[src/rtl/qd_pkg.sv]
`timescale 1ns/1ps
package qd_pkg;
  localparam int UNIT_W = 10;
  localparam int LANES  = 4;
  localparam int NCH    = 4;
  localparam int BUS_W  = UNIT_W * LANES;

  typedef struct packed {
    logic dual;
    logic win;
    logic wout;
    logic ddr;
  } qd_cfg_t;

  // log2 of 10-bit units per write word
  function automatic logic [1:0] wr_shift(qd_cfg_t c);
    return {1'b0, c.dual & c.win} + {1'b0, c.ddr};
  endfunction

  // log2 of 10-bit units per read word
  function automatic logic [1:0] rd_shift(qd_cfg_t c);
    return {1'b0, c.dual & c.wout} + {1'b0, c.ddr};
  endfunction
endpackage

[src/rtl/qd_lane_store.sv]
`timescale 1ns/1ps
module qd_lane_store
  import qd_pkg::*;
#(
  parameter int ROWS = 4,
  parameter int RB   = $clog2(ROWS)
) (
  input  logic             clk,
  input  logic             rst,
  input  logic             we,
  input  logic [RB-1:0]    wrow,
  input  logic [1:0]       woff,
  input  logic [1:0]       wsh,
  input  logic [BUS_W-1:0] wdata,
  input  logic             re,
  input  logic [RB-1:0]    rrow,
  output logic [BUS_W-1:0] q
);
  // One simple dual-port memory per 10-bit lane; an aligned access of
  // 1, 2 or 4 units never wraps across a row.
  for (genvar l = 0; l < LANES; l++) begin : g_lane
    logic [UNIT_W-1:0] mem [ROWS];
    logic [2:0]        idx;
    logic              lane_we;
    logic [UNIT_W-1:0] lane_d;

    assign idx     = 3'(l) - {1'b0, woff};
    assign lane_we = we && (3'(l) >= {1'b0, woff}) && (idx < (3'd1 << wsh));
    assign lane_d  = wdata[idx[1:0]*UNIT_W +: UNIT_W];

    always_ff @(posedge clk) begin
      if (lane_we) mem[wrow] <= lane_d;
    end

    always_ff @(posedge clk) begin
      if (rst)     q[l*UNIT_W +: UNIT_W] <= '0;
      else if (re) q[l*UNIT_W +: UNIT_W] <= mem[rrow];
    end
  end
endmodule

[src/rtl/qd_chan_ctrl.sv]
`timescale 1ns/1ps
module qd_chan_ctrl
  import qd_pkg::*;
#(
  parameter int QU     = 16,
  parameter int PW     = $clog2(2*QU),
  parameter int AE_LVL = 2,
  parameter int AF_LVL = 2
) (
  input  logic          clk,
  input  logic          rst,
  input  qd_cfg_t       cfg,
  input  logic          active,
  input  logic          wr_en,
  input  logic          rd_en,
  output logic          push,
  output logic          pop,
  output logic [PW-1:0] wptr,
  output logic [PW-1:0] rptr,
  output logic          empty,
  output logic          full,
  output logic          aempty,
  output logic          afull
);
  localparam int CW = PW + 1;

  logic [CW-1:0] cnt, cap, free_u, wk, rk;
  logic [1:0]    wsh, rsh;
  logic [PW-1:0] pmask;
  logic          full_i, empty_i;

  assign wsh    = wr_shift(cfg);
  assign rsh    = rd_shift(cfg);
  assign wk     = CW'(1) << wsh;
  assign rk     = CW'(1) << rsh;
  assign cap    = cfg.dual ? CW'(2*QU) : CW'(QU);
  assign pmask  = cfg.dual ? PW'(2*QU-1) : PW'(QU-1);
  assign free_u = cap - cnt;

  assign full_i  = free_u < wk;
  assign empty_i = cnt < rk;
  assign push    = active & wr_en & ~full_i;
  assign pop     = active & rd_en & ~empty_i;

  always_ff @(posedge clk) begin
    if (rst) begin
      wptr <= '0;
      rptr <= '0;
      cnt  <= '0;
    end else begin
      if (push) wptr <= (wptr + wk[PW-1:0]) & pmask;
      if (pop)  rptr <= (rptr + rk[PW-1:0]) & pmask;
      cnt <= cnt + (push ? wk : '0) - (pop ? rk : '0);
    end
  end

  assign empty  = active & empty_i;
  assign full   = active & full_i;
  assign aempty = active & ((cnt >> rsh) <= CW'(AE_LVL));
  assign afull  = active & ((free_u >> wsh) <= CW'(AF_LVL));

  assert_cnt_bound_R3: assert property (@(posedge clk) disable iff (rst)
    cnt <= cap);
  assert_no_overflow_R8: assert property (@(posedge clk) disable iff (rst)
    (full && wr_en) |=> $stable(wptr));
  assert_no_underflow_R8: assert property (@(posedge clk) disable iff (rst)
    (empty && rd_en) |=> $stable(rptr));
  assert_flag_excl_R7: assert property (@(posedge clk) disable iff (rst)
    !(empty && full));
endmodule

[src/rtl/qd_fifo_bank.sv]
`timescale 1ns/1ps
module qd_fifo_bank
  import qd_pkg::*;
#(
  parameter int ROWS   = 4,
  parameter int AE_LVL = 2,
  parameter int AF_LVL = 2
) (
  input  logic                 clk,
  input  logic                 rst,
  input  logic                 cfg_dual,
  input  logic                 cfg_wide_in,
  input  logic                 cfg_wide_out,
  input  logic                 cfg_ddr,
  input  logic [NCH-1:0]       wr_en,
  input  logic [NCH*BUS_W-1:0] wr_data,
  input  logic [NCH-1:0]       rd_en,
  output logic [NCH*BUS_W-1:0] rd_data,
  output logic [NCH-1:0]       empty,
  output logic [NCH-1:0]       full,
  output logic [NCH-1:0]       aempty,
  output logic [NCH-1:0]       afull
);
  localparam int QU = ROWS * LANES;   // units per store
  localparam int QB = $clog2(QU);
  localparam int PW = QB + 1;         // pointer covers two stores
  localparam int RB = $clog2(ROWS);

  qd_cfg_t        cfg_q;
  logic [1:0]     wsh, rsh;
  logic [BUS_W-1:0] rmask;
  logic [PW-1:0]  wptr [NCH];
  logic [PW-1:0]  rptr [NCH];
  logic [BUS_W-1:0] sq [NCH];
  logic [NCH-1:0] push, pop, act;

  always_ff @(posedge clk) begin
    if (rst) cfg_q <= {cfg_dual, cfg_wide_in, cfg_wide_out, cfg_ddr};
  end

  assign wsh = wr_shift(cfg_q);
  assign rsh = rd_shift(cfg_q);

  always_comb begin
    for (int l = 0; l < LANES; l++)
      rmask[l*UNIT_W +: UNIT_W] = (l < (1 << rsh)) ? '1 : '0;
  end

  for (genvar c = 0; c < NCH; c++) begin : g_ch
    logic [1:0] rsrc_q;
    logic [1:0] roff_q;

    assign act[c] = ~cfg_q.dual | ((c % 2) == 0);

    qd_chan_ctrl #(.QU(QU), .PW(PW), .AE_LVL(AE_LVL), .AF_LVL(AF_LVL)) u_ctrl (
      .clk(clk), .rst(rst), .cfg(cfg_q), .active(act[c]),
      .wr_en(wr_en[c]), .rd_en(rd_en[c]), .push(push[c]), .pop(pop[c]),
      .wptr(wptr[c]), .rptr(rptr[c]),
      .empty(empty[c]), .full(full[c]), .aempty(aempty[c]), .afull(afull[c])
    );

    // remember which store and lane the last accepted read came from
    always_ff @(posedge clk) begin
      if (rst) begin
        rsrc_q <= 2'(c);
        roff_q <= '0;
      end else if (pop[c]) begin
        rsrc_q <= 2'(c) + {1'b0, cfg_q.dual & rptr[c][QB]};
        roff_q <= rptr[c][1:0];
      end
    end

    assign rd_data[c*BUS_W +: BUS_W] =
      act[c] ? ((sq[rsrc_q] >> (roff_q * UNIT_W)) & rmask) : '0;
  end

  for (genvar s = 0; s < NCH; s++) begin : g_st
    logic [1:0] own;
    logic       sel_w, sel_r;

    assign own   = cfg_q.dual ? 2'(s & 2) : 2'(s);
    assign sel_w = ~cfg_q.dual | (wptr[own][QB] == 1'(s % 2));
    assign sel_r = ~cfg_q.dual | (rptr[own][QB] == 1'(s % 2));

    qd_lane_store #(.ROWS(ROWS), .RB(RB)) u_store (
      .clk(clk), .rst(rst),
      .we(push[own] & sel_w), .wrow(wptr[own][QB-1:2]), .woff(wptr[own][1:0]),
      .wsh(wsh), .wdata(wr_data[own*BUS_W +: BUS_W]),
      .re(pop[own] & sel_r), .rrow(rptr[own][QB-1:2]), .q(sq[s])
    );
  end

  assert_cfg_hold_R10: assert property (@(posedge clk) disable iff (rst)
    !$past(rst) |-> $stable(cfg_q));
  assert_idle_outputs_R9: assert property (@(posedge clk) disable iff (rst)
    cfg_q.dual |-> !(empty[1] || full[1] || aempty[1] || afull[1] ||
                     empty[3] || full[3] || aempty[3] || afull[3]));
  assert_rd_hold_R11: assert property (@(posedge clk) disable iff (rst)
    ((rd_en & ~empty) == '0) |=> $stable(rd_data));
endmodule

[config.mk]
export PLATFORM = sky130hd
export DESIGN_NAME = qd_fifo_bank
export DESIGN_NICKNAME = d
export VERILOG_FILES = /design/src/rtl/qd_pkg.sv /design/src/rtl/qd_lane_store.sv /design/src/rtl/qd_chan_ctrl.sv /design/src/rtl/qd_fifo_bank.sv
export SDC_FILE = /design/constraint.sdc
export NUM_CORES = 2
export LEC_CHECK = 0
export BUFFER_PORTS_ARGS = -buffer_cell sky130_fd_sc_hd__buf_2
export CAP_MARGIN = 20
export CORE_MARGIN = 5
export CORE_UTILIZATION = 45
export DETAILED_ROUTE_END_ITERATION = 7
export HOLD_SLACK_MARGIN = 0.08
export PLACE_DENSITY = 0.6
export SLEW_MARGIN = 10
export SYNTH_ARGS = -nofsm -noshare
export SYNTH_HDL_FRONTEND = slang
export SYNTH_SLANG_ARGS = --single-unit
[constraint.sdc]
create_clock -name clk -period 6.2 [get_ports clk]
set_input_delay 0.31 -clock clk [delete_from_list [all_inputs] [get_ports clk]]
set_output_delay 0.31 -clock clk [all_outputs]
set_load 0.005 [all_outputs]
**After elaboration in Yosys (flattened, before gate mapping)**

Memories as Yosys holds them, arrays and structs flattened. A register that Yosys moved wholly into a read port is not among the register bits.
Cells that the tools add are included.

- $mul: 22
- Shift-type cells: 34
- Multiplexer cells: 82
- Reductions and logical operators: 28
- $add $sub $neg: 41
- Div/mod/pow operators: 0
- $lt $le $gt $ge: 56
- Bitwise gates (word level): 73
- Eq/ne operators: 0

Operators by type and width:

| cell | number |
|---|---|
| $shiftx 40x7->10 | 16 |
| $mux 40 | 10 |
| $bmux 40 s2 | 4 |
| $and 40x40->40 | 4 |
| $shiftx 160x8->40 | 1 |
| $shiftx 160x9->40 | 1 |
| $shr 40x6->40 | 4 |
| $mul 2x3->5 const B | 21 |
| $lt 3x32->1 const A | 2 |
| $mux 6 | 9 |
| $le 6x2->1 const B | 8 |
| $lt 3x3->1 | 16 |
| $lt 6x6->1 | 8 |
| $shr 6x2->6 | 8 |
| $sub 6x6->6 | 8 |
| $mux 5 | 9 |
| $add 5x5->5 | 8 |
| $and 5x5->5 | 8 |
| $bmux 5 s2 | 4 |
| $mux 10 | 4 |
| $mux 1 | 38 |
| $and 1x1->1 | 34 |
| $lt 1x32->1 const A | 1 |
| $lt 2x32->1 const A | 1 |
| other kinds (21) | 109 |

- Memory bits (read-only): 0
- Memory bits (writable): 640
- Input port bits: 174
- Latch bits: 0
- Logic and storage cells: 376
- Output and inout port bits: 176
- Memories: 16
- Register bits after elaboration: 83

Memories:

| memory | words | width | rd ports | clocked after memory_dff | wr ports | line | RTL |
|---|---|---|---|---|---|---|---|
| g_st[0].u_store.g_lane[0].mem | 4 | 10 | 1 | 1 | 1 | qd_lane_store.sv:22 | `logic [UNIT_W-1:0] mem [ROWS];` |
| g_st[0].u_store.g_lane[1].mem | 4 | 10 | 1 | 1 | 1 | qd_lane_store.sv:22 |  |
| g_st[0].u_store.g_lane[2].mem | 4 | 10 | 1 | 1 | 1 | qd_lane_store.sv:22 |  |
| g_st[0].u_store.g_lane[3].mem | 4 | 10 | 1 | 1 | 1 | qd_lane_store.sv:22 |  |
| g_st[1].u_store.g_lane[0].mem | 4 | 10 | 1 | 1 | 1 | qd_lane_store.sv:22 |  |
| g_st[1].u_store.g_lane[1].mem | 4 | 10 | 1 | 1 | 1 | qd_lane_store.sv:22 |  |
| +10 memories | -- | -- | -- | -- | -- | -- |  |

**Logic depth before layout (Yosys ltp)**

- Depth after elaboration: 13
- Mapped depth: 26
- Gate-level depth less buffers: 19

**By module**

From an unflattened synthesis, not the netlist that was laid out.

- Cell total of the unflattened synthesis: 3,526
- Area total of the unflattened synthesis: 48,965.7 um^2

Modules (own cells, without submodules):

| module | times used | area an instance (um^2) | cells an instance | sequential area each (um^2) |
|---|---|---|---|---|
| qd_lane_store (g_st[3].u_store) | 1 | 8,500.7 | 439 | 5,605.4 |
| qd_lane_store (g_st[2].u_store) | 1 | 8,493.1 | 439 | 5,605.4 |
| qd_lane_store (g_st[1].u_store) | 1 | 8,490.6 | 439 | 5,605.4 |
| qd_lane_store (g_st[0].u_store) | 1 | 8,489.4 | 439 | 5,605.4 |
| qd_fifo_bank | 1 | 7,554.7 | 855 | 380.4 |
| qd_chan_ctrl (g_ch[1].u_ctrl ...) | 2 | 1,884.3 | 231 | 320.3 |
| qd_chan_ctrl (g_ch[0].u_ctrl) | 1 | 1,848.0 | 234 | 320.3 |
| qd_chan_ctrl (g_ch[3].u_ctrl) | 1 | 1,820.5 | 219 | 320.3 |

**Least setup slack after synthesis**

No wires, ideal clock.

- Path kind: reg2reg
- Start: register cfg_q[3] (netlist name)
- End: register g_ch[2].u_ctrl.cnt[5]
- Slack: 0.469 ns
- Cell stages (with the launch flop): 26
- Arrival: 5.604 ns
- Period minus slack after synthesis: 5.731 ns
- Setup time: 0.128 ns
- Buffers on the path: 7
- Data required time: 6.072 ns
- Cell sequence: edfxtp_1 buf_6 buf_2 buf_2 clkbuf_1 buf_1 nand2_1 ha_1 clkbuf_1 inv_1 ha_1 nand2_1 o21ai_1 o21ai_0 a21oi_2 buf_2 nand2_1 fa_1 inv_1 ha_1 a21o_1 a21oi_1 o21bai_1 a21oi_1 xnor2_1 nor2_1

- Longest elaborated chain between the ends: 9
- Elaborated cells between the ends (all ways): 18
- Those cells by class: add/sub (5); order compare (2); shift (2); mux (3); bitwise (6)

RTL lines:

| what | line | RTL |
|---|---|---|
| start: declaration | qd_fifo_bank.sv:29 | `qd_cfg_t cfg_q;` |
| start signal: assignment | qd_fifo_bank.sv:38 | `if (rst) cfg_q <= {cfg_dual, cfg_wide_in, cfg_wide_out, cfg_ddr};` |
| parallel branches: the longest is 8 deep, another holds $sub 6x6->6 | -- |  |
| $sub 6x6->6 (*) | qd_chan_ctrl.sv:53 | `cnt <= cnt + (push ? wk : '0) - (pop ? rk : '0);` |
| end signal: assignment | qd_chan_ctrl.sv:53 |  |
| end: declaration | qd_chan_ctrl.sv:27 | `logic [CW-1:0] cnt, cap, free_u, wk, rk;` |

Every way passes the cells marked *.
A chain may end at the register's enable or synchronous reset.

**Worst setup path after layout**

- Start: register cfg_q[3] (netlist name)
- End: register g_ch[1].u_ctrl.cnt[5]

- Longest elaborated chain between the ends: 9
- Elaborated cells between the ends (all ways): 21
- Those cells by class: add/sub (5); order compare (2); shift (2); mux (3); bitwise (9)

RTL lines:

| what | line |
|---|---|
| parallel branches: the longest is 8 deep, another holds $sub 6x6->6 | -- |
| $sub 6x6->6 (*) | qd_chan_ctrl.sv:53 |
| end signal: assignment | qd_chan_ctrl.sv:53 |
| end: declaration | qd_chan_ctrl.sv:27 |

Marks and branches as above.

==> summary.md <==
| Metric | Value |
|---|---|
| H-Tree Depth | `3` |
| Global-route wire length before repair | `222,000 um` |
| CP required | `6.71 ns` |
| Max FO, Critical Path | `13` |
| Initial DRC Count | `4,202` |
| IO Pins | `350` |
| Tot Pwr | `21.8 mW` |
| Core Region | `104,000 sq um` |
| Worst vdd ir | `0.221 mV` |
| Worst Setup Start Kind | `flop` |
| EDFF count, synth | `644` |
| Number of global-route vias before repair | `30,600` |
| Clock-pin slew on the worst setup and hold paths | `0.07 ns` |
| WS Path Type | `reg2reg` |
| Layout cells sized above 1 | `27.9%` |
| Ys flop type | `edfxtp_1` |
| Tcrit/Tclk final | `83.3%` |
| RSZ-0062 raised after global routing | `no` |
| Die Wd | `334 um` |
| Synth warn | `0` |
| Hold Crit Class | `in2reg` |
| Post-synth cell types | `68` |
| Row Count | `118` |
| Worst-margin pin slew | `1.27 ns` |
| Final hold violation count | `0` |
| Routed WL per cell | `29.6 um` |
| Mapped cell area | `47,100 sq um` |
| Status | `completed` |
| Clk_lat worst skew | `0.67 ns` |
| Number of diodes | `0` |
| Clk sinks | `877` |
| Worst setup EP type | `flop` |
| Gpl congestion | `0.937` |
| Setup TNS | `0 ns` |
| Num CTS Buffers | `93` |
| Initial Util | `45.4%` |
| Final Skew | `0.0321 ns` |
| Post-route DRC | `0` |
| Initial DRT Pass Iterations | `6` |
| P_leak | `19.6 nW` |
| CP max stage delay | `0.57 ns` |
| Root Buffer Master | `clkbuf_16` |
| Total number of vias | `32,500` |
| Detailed Place HPWL | `119,000 um` |
| DP Worst Slack | `1.11 ns` |
| Nets | `4,167` |
| Ys async rst share | `0%` |
| Pwr/cell area | `406 nW/um^2` |
| Initial antenna violation count | `14` |
| CTS tree | `built` |
| Fmax | `194 MHz` |
| CTS max path bufs | `3` |
| Post-route setup slack | `1.04 ns` |
| Layout fillers | `8,823` |
| Grt ovf | `0` |
| Die Y | `334 um` |
| Total global-route track usage | `27.5%` |
| Largest net degree at the start of global routing | `105` |
| Die footprint | `111,000 sq um` |
| Post-Syn Instances | `3,561` |
| Setup-failing EPs final | `0` |
| CP cell instances | `and2_1, ha_1, inv_1, buf_4, ha_1, a21oi_1, o21ai_0, and3_1, and2_1, fa_1, inv_1, ha_1, a21o_1, a21oi_1, o21bai_1, a21oi_1, xnor2_1, nor2_1` |
| Routed WL | `157,000 um` |
| Port buffer count | `349` |
| CP arrival | `5.67 ns` |
| Mapped Nets | `3,882` |
| Routed Antenna Nets | `0` |
| Critical path's slowest cell | `and3_1` |
| Final Max Slew Viols | `0` |
| Top delay family on crit path | `adder cells` |
| Avg Cell Area, Syn | `13.2 sq um` |
| CP bufs+invs | `3` |
| Syn-to-layout area delta | `13.8%` |
| Minimum clock period | `5.16 ns` |
| Register area share after synthesis | `50.9%` |
| Via-to-Cell Ratio | `6.12` |
| Headroom to the max-slew limit | `14.7%` |
| Yosys reg bits | `877` |
| Max-cap viol count | `0` |
-- layer usage --
metal / GRT usage (%) / up-vias / part of all wire [%]
met5: 0 / - / 0.022
met2: 41.2 / 1708 / 45
met4: 6.95 / 6 / 2.6
met3: 6.75 / 204 / 11
met1: 40.6 / 16500 / 41
li1: - / 14000 / -
-- flip-flops by register name, summed over array words and instances, names as in the netlist --
signal / flops
g_ch.rsrc_q: 5
g_ch.roff_q: 8
g_ch.u_ctrl.wptr: 18
cfg_q: 4
g_ch.u_ctrl.cnt: 24
g_st.u_store.q: 160
g_st.u_store.g_lane.mem: 640
g_ch.u_ctrl.rptr: 18
-- power breakdown --
group	internal [mW]	total [mW]	switching, mW
clock network	3.39	5.79	2.40
registers	7.48	8.30	0.820
logic	3.23	7.69	4.46
-- what timing repair did --
| item | CTS | global route |
|---|---|---|
| hold buffers | 4 | 0 |
| setup buffers | 0 | 0 |
| gates resized for setup | 0 | 0 |
| endpoints found under the hold margin | 4 | 0 |
-- cell families (layout without fill, tap and decap cells) --
group                      Yosys count  count (layout)  synth area share (%)
DFF                                877             877                  50.9
and+or+nand+nor                    845             845                  7.97
muxes                              834             834                  26.9
AOI/OAI and AO/OA                  405             405                  5.31
buffers and inverters              396             760                  3.48
adders and majority gates          151             151                  4.38
xor gates and xnor gates            53              53                 0.985
-- path summary, 6_finish.rpt --
check,start,end,slack [ns],cells after the start
max,cfg_q[3],g_ch[1].u_ctrl.cnt[5],1.04,18
min,wr_data[103],g_st[2].u_store.g_lane[1].mem[0][3],0.16,2
max reg2reg,cfg_q[3],g_ch[1].u_ctrl.cnt[5],1.04,18
min reg2reg,g_ch[2].u_ctrl.rptr[4],g_ch[2].u_ctrl.rptr[4],0.47,2
-- Yosys cell counts, types with 4 or more instances --
cell	instances	area (sq um)
and3_1	24	150
nor3b_1	20	150
edfxtp_1	644	19300
xor2_1	10	87.6
and2_1	29	181
a31oi_1	9	56.3
dfxtp_1	233	4660
buf_2	57	285
o21ai_0	43	215
a21oi_1	215	1080
a22oi_1	6	45.0
nor2_1	425	1600
a211oi_1	40	300
nor2b_1	51	319
a21o_1	20	150
inv_1	121	454
o21bai_1	8	60.1
buf_4	18	135
xnor2_1	43	377
nor3_1	44	220
ha_1	123	1540
nand3_1	49	245
nand2_1	163	612
mux4_2	336	7570
nand2b_1	14	87.6
buf_1	27	101
o22a_1	14	123
a221oi_1	4	35.0
o21a_1	7	52.6
or2_2	4	25.0
fa_1	24	480
mux2i_1	390	3900
clkbuf_1	170	638
a2111oi_0	9	78.8
mux2_2	108	1220
or3_1	8	50.1
-- layout by cell type, fill, tap and decap left out, types with 7 or more instances in the layout --
cell | netlist | final
xnor2_1 | 43 | 43
o21a_1 | 7 | 7
and3_1 | 24 | 24
clkbuf_16 | 0 | 94
dfxtp_2 | 0 | 15
o21bai_1 | 8 | 8
nor2b_1 | 51 | 51
and2_1 | 29 | 29
clkinv_2 | 0 | 16
or3_1 | 8 | 8
a31oi_1 | 9 | 9
o21ai_0 | 43 | 43
mux2i_1 | 390 | 384
a21oi_1 | 215 | 215
inv_1 | 121 | 121
nand3_1 | 49 | 49
o22a_1 | 14 | 14
nor3b_1 | 20 | 20
a21o_1 | 20 | 20
mux2_2 | 108 | 108
buf_4 | 18 | 110
dfxtp_1 | 233 | 216
fa_1 | 24 | 24
a2111oi_0 | 9 | 9
edfxtp_1 | 644 | 644
clkinv_1 | 1 | 15
nor3_1 | 44 | 44
ha_1 | 123 | 123
nand2b_1 | 14 | 13
xor2_1 | 10 | 10
buf_2 | 57 | 348
a211oi_1 | 40 | 40
clkbuf_1 | 170 | 14
mux4_2 | 336 | 336
bufinv_16 | 0 | 12
nor2_1 | 425 | 425
clkbuf_8 | 0 | 7
nand2_1 | 163 | 163
-- stage by stage --
step                      cell area (sq um)  hold WS (ns)  utilization (%)  cells
after global placement                50300         0.445             48.5   5125
after global routing                  53600         0.172             51.6   5305
after floorplan                       47100         0.409                -   3561
after detailed placement              50300         0.458             48.5   5125
final                                 53600         0.163             51.6   5305
after CTS                             53600         0.126             51.6   5303
-- layout make-up --
type	count	area (sq um)	area share [%]
clock buffer	114	2490	4.64
clock inverter	60	697	1.30
inverter	122	458	0.854
multi-input combinational	2288	21600	40.2
sequential	877	24000	44.8
tap	1380	1730	3.22
timing repair buffer	464	2640	4.93
Note: power is estimated with default switching activity, not from simulation.
